<file path="src/rtl/blank_timing_pkg.sv">
`timescale 1ns/1ps
package blank_timing_pkg;

  // Single-clock strobes from the horizontal control to the line datapath.
  typedef struct packed {
    logic lineWrap;  // tick that ends the current line
    logic hRise;     // tick that ends horizontal blanking
    logic vEdge;     // tick that reaches the vertical edge position
  } blankStrobes_t;

endpackage

</file>
<file path="src/rtl/blank_hctrl.sv">
`timescale 1ns/1ps
module blank_hctrl
  import blank_timing_pkg::*;
#(
  parameter int LINE_CYCLES  = 1365,
  parameter int HBLANK_LOW   = 237,
  parameter int VEDGE_OFFSET = 30
) (
  input  logic          clk,
  input  logic          rst,
  input  logic          tick,
  output blankStrobes_t strobes
);

  localparam int HW = $clog2(LINE_CYCLES);
  localparam logic [HW-1:0] H_LAST   = HW'(LINE_CYCLES - 1);
  localparam logic [HW-1:0] H_RISE   = HW'(HBLANK_LOW - 1);
  localparam logic [HW-1:0] H_VEDGE  = HW'(VEDGE_OFFSET - 1);

  logic [HW-1:0] hCount;
  logic          atLast;

  assign atLast = (hCount == H_LAST);

  always_ff @(posedge clk) begin
    if (rst) begin
      hCount <= '0;
    end else if (tick) begin
      hCount <= atLast ? '0 : hCount + 1'b1;
    end
  end

  always_comb begin
    strobes.lineWrap = tick && atLast;
    strobes.hRise    = tick && (hCount == H_RISE);
    strobes.vEdge    = tick && (hCount == H_VEDGE);
  end

endmodule

</file>
<file path="src/rtl/blank_vpath.sv">
`timescale 1ns/1ps
module blank_vpath
  import blank_timing_pkg::*;
#(
  parameter int SHORT_LINES  = 262,
  parameter int VBLANK_LINES = 3,
  localparam int LW = $clog2(SHORT_LINES + 1)
) (
  input  logic          clk,
  input  logic          rst,
  input  logic          longFrame,
  input  blankStrobes_t strobes,
  output logic          hBlankN,
  output logic          vBlankN,
  output logic          frameStart,
  output logic [LW-1:0] lineNum
);

  localparam logic [LW-1:0] LAST_SHORT = LW'(SHORT_LINES - 1);
  localparam logic [LW-1:0] LAST_LONG  = LW'(SHORT_LINES);
  localparam logic [LW-1:0] V_RISE_LN  = LW'(VBLANK_LINES);

  logic          longMode;
  logic [LW-1:0] lastLine;

  assign lastLine = longMode ? LAST_LONG : LAST_SHORT;

  always_ff @(posedge clk) begin
    if (rst) begin
      lineNum    <= '0;
      longMode   <= longFrame;
      hBlankN    <= 1'b0;
      vBlankN    <= 1'b1;
      frameStart <= 1'b0;
    end else begin
      frameStart <= 1'b0;
      if (strobes.lineWrap) begin
        hBlankN <= 1'b0;
        if (lineNum == lastLine) begin
          lineNum  <= '0;
          longMode <= longFrame;
        end else begin
          lineNum <= lineNum + 1'b1;
        end
      end
      if (strobes.hRise) begin
        hBlankN <= 1'b1;
      end
      if (strobes.vEdge) begin
        if (lineNum == '0) begin
          vBlankN    <= 1'b0;
          frameStart <= 1'b1;
        end else if (lineNum == V_RISE_LN) begin
          vBlankN <= 1'b1;
        end
      end
    end
  end

endmodule

</file>
<file path="src/rtl/blank_timing_gen.sv">
`timescale 1ns/1ps
module blank_timing_gen
  import blank_timing_pkg::*;
#(
  parameter int LINE_CYCLES  = 1365,
  parameter int HBLANK_LOW   = 237,
  parameter int VEDGE_OFFSET = 30,
  parameter int SHORT_LINES  = 262,
  parameter int VBLANK_LINES = 3,
  localparam int LW = $clog2(SHORT_LINES + 1)
) (
  input  logic          clk,
  input  logic          rst,
  input  logic          tick,
  input  logic          longFrame,
  input  logic [1:0]    clkSel,
  output logic          hBlankN,
  output logic          vBlankN,
  output logic          frameStart,
  output logic [LW-1:0] lineNum
);

  blankStrobes_t strobes;
  logic          unusedClkSel;

  // Clock-select bits are accepted but leave the timing untouched.
  assign unusedClkSel = ^clkSel;

  blank_hctrl #(
    .LINE_CYCLES (LINE_CYCLES),
    .HBLANK_LOW  (HBLANK_LOW),
    .VEDGE_OFFSET(VEDGE_OFFSET)
  ) u_hctrl (
    .clk    (clk),
    .rst    (rst),
    .tick   (tick),
    .strobes(strobes)
  );

  blank_vpath #(
    .SHORT_LINES (SHORT_LINES),
    .VBLANK_LINES(VBLANK_LINES)
  ) u_vpath (
    .clk       (clk),
    .rst       (rst),
    .longFrame (longFrame),
    .strobes   (strobes),
    .hBlankN   (hBlankN),
    .vBlankN   (vBlankN),
    .frameStart(frameStart),
    .lineNum   (lineNum)
  );

endmodule

</file>
<file path="config.mk">
export PLATFORM = sky130hd
export DESIGN_NAME = blank_timing_gen
export DESIGN_NICKNAME = d
export VERILOG_FILES = /design/src/rtl/blank_timing_pkg.sv /design/src/rtl/blank_hctrl.sv /design/src/rtl/blank_vpath.sv /design/src/rtl/blank_timing_gen.sv
export SDC_FILE = /design/constraint.sdc
export NUM_CORES = 1
export LEC_CHECK = 0
export BUFFER_PORTS_ARGS = -buffer_cell sky130_fd_sc_hd__buf_2
export CAP_MARGIN = 10
export CORE_MARGIN = 5
export CORE_UTILIZATION = 45
export DETAILED_ROUTE_END_ITERATION = 8
export PLACE_DENSITY = 0.73
export SYNTH_ARGS = -nofsm -noshare
export SYNTH_HDL_FRONTEND = slang
export SYNTH_HIERARCHICAL = 1
export SYNTH_SLANG_ARGS = --single-unit
</file>
<file path="constraint.sdc">
create_clock -name clk -period 1.9 [get_ports clk]
set_input_delay 0 -clock clk [delete_from_list [all_inputs] [get_ports clk]]
set_output_delay 0 -clock clk [all_outputs]
set_load 0.1 [all_outputs]
</file>
Word level (Yosys, flattened, before mapping)
Index checks and enable logic that the tools add are counted.
{"block": "classes", "add_sub_neg": 2, "n_mul": 0, "div_mod_pow": 0, "order_cmp": 0, "n_eq_ne": 5, "shifts": 0, "muxes": 11, "n_bitwise": 1, "reduce_logical": 11}
{"op": "11-bit by 1-bit adder with 11-bit output, second input constant", "count": 1}
{"op": "11-bit equality test, second input constant", "count": 1}
{"op": "11-bit by 5-bit equality test with 1-bit output, second input constant", "count": 1}
{"op": "11-bit by 8-bit equality test with 1-bit output, second input constant", "count": 1}
{"op": "11-bit two-way mux", "count": 1}
{"op": "9-bit by 1-bit adder with 9-bit output, second input constant", "count": 1}
{"op": "9-bit by 2-bit equality test with 1-bit output, second input constant", "count": 1}
{"op": "9-bit equality test", "count": 1}
{"op": "9-bit logical NOT", "count": 1}
{"op": "9-bit two-way mux", "count": 1}
{"op": "1-bit two-way mux", "count": 8}
{"op": "2-bit nonzero test", "count": 4}
{"op": "2-bit AND reduction", "count": 2}
{"op": "1-bit logical AND", "count": 3}
{"op": "2-bit two-way mux", "count": 1}
{"op": "2-bit OR reduction", "count": 1}
{"op": "1-bit inverter", "count": 1}
{"block": "word_totals", "ff_bits": 24, "latch_bits": 0, "ramBits": 0, "mem_bits_ro": 0, "in_bits": 6, "mem_count": 0}

Longest topological paths before layout
{"block": "depth", "word_depth": 5, "depth_mapped": 8}

Hierarchy
The synthesis kept the hierarchy.
{"mod": "blank_vpath", "instances": 1, "cells_per_inst": 68, "area_per_inst_um2": 681.9, "seq_area_each_um2": 270.3}
{"mod": "blank_hctrl", "instances": 1, "cells_per_inst": 69, "area_per_inst_um2": 591.8, "seq_area_each_um2": 220.2}

Worst setup path before layout
No wires, ideal clock.
{"block": "synth_timing", "path_kind": "register to register", "from": "register u_vpath.lineNum[1]", "to": "register u_vpath.lineNum[8]", "setup_ps": 86, "arrival_time_ps": 2194, "t_required_ps": 1814, "slack_ps": -381, "stages_incl_launch_ff": 5, "n_path_buf": 0, "synth_period_minus_slack_ps": 2281, "path_cell_list": "dfxtp_1 > ha_1 > nand4_1 > or4_4 > a221oi_2"}
{"block": "synth_between", "elab_chain_cells": 2}
{"element": "start: declaration", "line": "blank_vpath.sv:16", "text": "output logic [LW-1:0] lineNum"}
{"element": "start signal: assignment", "line": "blank_vpath.sv:43", "text": "lineNum <= lineNum + 1'b1;"}
{"element": "9-bit by 1-bit adder with 9-bit output or 9-bit equality test (tied branches)", "line": "blank_vpath.sv:43, blank_vpath.sv:39"}
{"element": "9-bit two-way mux *", "line": "blank_vpath.sv:39", "text": "if (lineNum == lastLine) begin"}
Mark *: on every way between the ends. The rest lies on a longest branch, timed or not.
A chain may end at the register's enable or synchronous reset.

==> reports/results.ini <==
[sta]
tns_ps = 0
min_period_ps = 1840
report.final.slew_viol_count = 0
final-hold-violation-count = 0
final-setup-viol-count = 0
maxSlewHeadroom_pct = 67.5
fin_skew_ps = 13.0
max_freq_mhz = 545
period_share_pct = 96.6
worst_slew_pin_slew_ps = 491
rsz0062_at_grt = true

[cells_and_area]
final_cell_count_no_fill = 204
insertedDiodeCount = 0
nets = 185
post-route-cell-area_um2 = 1670
drive_above_1_share_pct = 45.7
area_growth_pct = 31.0

[worst_hold_path]
whs_endpoint = u_hctrl/hCount[0]
min_path_cells = 3
min_path_type = in2reg
hold_start = tick

[logic_synthesis]
synth_area_leaders = dfxtp_1, ha_1, nand4_1, xor2_1, a211oi_1
syn_nets = 148
synth_seq_area_share_pct = 38.5
yosys_warnings = 6
synth_cell_type_count = 36
syn_area_per_cell_um2 = 9.30
syn_inst = 137
ys_ff_latch = 24
synth_top_cell_area_share_pct = 36.1
yosysTopAreaCell = dfxtp_1
synth.cell_area_um2 = 1270

[setup_path]
crit_path_max_fanout = 5
cp.arrival_ps = 2080
reg2reg_to = u_vpath/lineNum[7]
start_kind = flip-flop
timing.rr.start = u_hctrl/hCount[5]
worstPathRequired_ps = 2140
rr_worst_depth = 6
crit_slowest_cell = or3b_4
crit_chain = or3b_4 > nor3_2 > buf_4 > nand4_4 > or3_4 > a221oi_2
max_stage_delay_ps = 400
r2r_slack_ps = 60
path_class = reg2reg
crit_path_end_kind = flip-flop

[run]
max_cap_violations = 0

[floorplanning]
core_um2 = 2730
start_util_pct = 46.6
ios = 18
die-area_um2 = 3990
std_cell_rows = 19
die_w_um = 63.2
die_height_um = 63.2

[global_route]
overflow = 0
grt_pass1_wl_um = 5040
track_usage_pct = 15.2
grt_pass1_vias = 1104
antenna_found_initial = 0
grt_max_degree = 15

[cts]
clock_path_buffers = 2
cts.sinks = 24
clk_pin_slew_ps = 150
htree_num_levels = 1
root_buffer = clkbuf_4
cts_buffers = 3
clock_latency_ps = 330
tritoncts = built

[run_status]
status = completed

[routing]
firstDrtPassIters = 4
drt_wl_total_um = 2990
via_count = 1194
post-route-drc-count = 0
first_iter_violations = 41
wl_per_cell_um = 14.7
vias_per_cell = 5.85
ant_nets = 0

[pwr]
power_mw = 0.959
p_leak_nw = 0.621
irDropWorstVdd_v = 0.000438
powerDensity_nw_per_um2 = 575

[place]
gp_congestion = 0.792
place_area_um2 = 1480
portBuffers = 15
hpwlAfterDp_um = 2030
dp.cells = 193

[worst max-delay path, delay by kind of cell, from the launching register on]
family | cells | cell delay, ps
AND/OR/NAND/NOR | 4 | 1020
flip-flops | 1 | 350
AO/OA/AOI/OAI | 1 | 210
buffers and inverters | 1 | 180
[cell usage after synthesis (all sizes together)]
cell type	count
dfxtp	23
a211oi	5
o21ai	6
nor4b	1
buf	5
nand2	8
or3	6
inv	7
or4	5
clkbuf	1
a221oi	4
o31ai	5
nand3b	1
xor2	6
nor2	8
a21oi	8
nor3	2
ha	5
a21o	2
xnor2	2
nor4	3
nand4	11
nand4bb	1
mux2i	2
nand3	6
a31o	1
or3b	2
edfxtp	1
[routing by layer]
metal	up-vias	GRT usage, %	part of all wire, %
li1	589	-	-
met1	579	19.9	48
met2	20	24.4	47
met3	6	2.84	3.0
met4	0	6.75	1.8
met5	-	0	0
[worst max-delay path by stage]
stage / endpoint / start
final: u_vpath/lineNum[7] / u_hctrl/hCount[5]
after global routing: u_vpath/lineNum[6] / u_hctrl/hCount[5]
after detailed placement: u_vpath/lineNum[8] / u_hctrl/hCount[1]
after CTS: u_vpath/vBlankN / u_hctrl/hCount[5]
after floorplan: u_vpath/lineNum[8] / u_hctrl/hCount[0]
after global placement: u_vpath/lineNum[8] / u_hctrl/hCount[1]
[timing repair]
action,4_1_cts,5_1_grt
pin swaps,4,5
setup endpoints to repair,2,23
gates resized for setup,5,16
hold buffers,2,0
endpoints found under the hold margin,4,0
setup buffers,4,1
[registers in the layout, indices dropped and copies added, names as in the netlist]
register / cells
u_vpath/frameStart: 1
u_hctrl/hCount: 11
u_vpath/lineNum: 9
u_vpath/longMode: 1
u_vpath/vBlankN: 1
u_vpath/hBlankN: 1
[power by group]
| part | leakage [nW] | internal (mW) | switching (mW) | total, mW |
|---|---|---|---|---|
| combinational | 0.390 | 0.0245 | 0.0312 | 0.0557 |
| clock | 0.0279 | 0.214 | 0.172 | 0.386 |
| sequential | 0.202 | 0.514 | 0.00397 | 0.518 |
[area by class of cell]
class	instances	area, um2
clock inverter	1	30.0
fill	225	1060
inverter	7	26.3
clock buffer	3	22.5
sequential	24	508
tap	31	38.8
timing repair buffer	38	260
multi-input combinational	100	783
[cells by family after synthesis]
group	count (synthesis)	synth area share, %
fa+ha+maj	5	4.91
mux	2	1.57
buf+inv	13	5.99
simple gates	54	26.3
xor+xnor	8	5.50
flops	24	38.5
compound gates	31	17.2
[cell usage in the layout, fill, tap and decap left out, types with 3 or more instances in the layout]
master and instances:
nand2_1 7, or3_1 3, o31ai_1 4, or3_4 3, nand4_1 9, dfxtp_1 9, or4_1 3, nand3_1 5
a221oi_2 4, dfxtp_2 14, nor2_1 7, a211oi_1 5, clkbuf_4 3, buf_2 15, ha_1 4, o21ai_0 6
a21oi_1 6, xor2_1 6, inv_1 5, buf_4 19
[metrics by stage]
| stage | hold slack, ps | util (%) | setup slack [ps] |
|---|---|---|---|
| 6_report | 39.6 | 61.1 | 64.7 |
| 3_3_place_gp | 177 | 54.1 | 45.7 |
| 4_1_cts | 26.8 | 58.3 | 1.98 |
| 3_5_place_dp | 178 | 54.1 | -25.4 |
| 5_1_grt | 48.4 | 61.1 | -11.0 |
| 2_1_floorplan | 58.8 | - | -18.8 |
(Power assumes the default switching activity.)
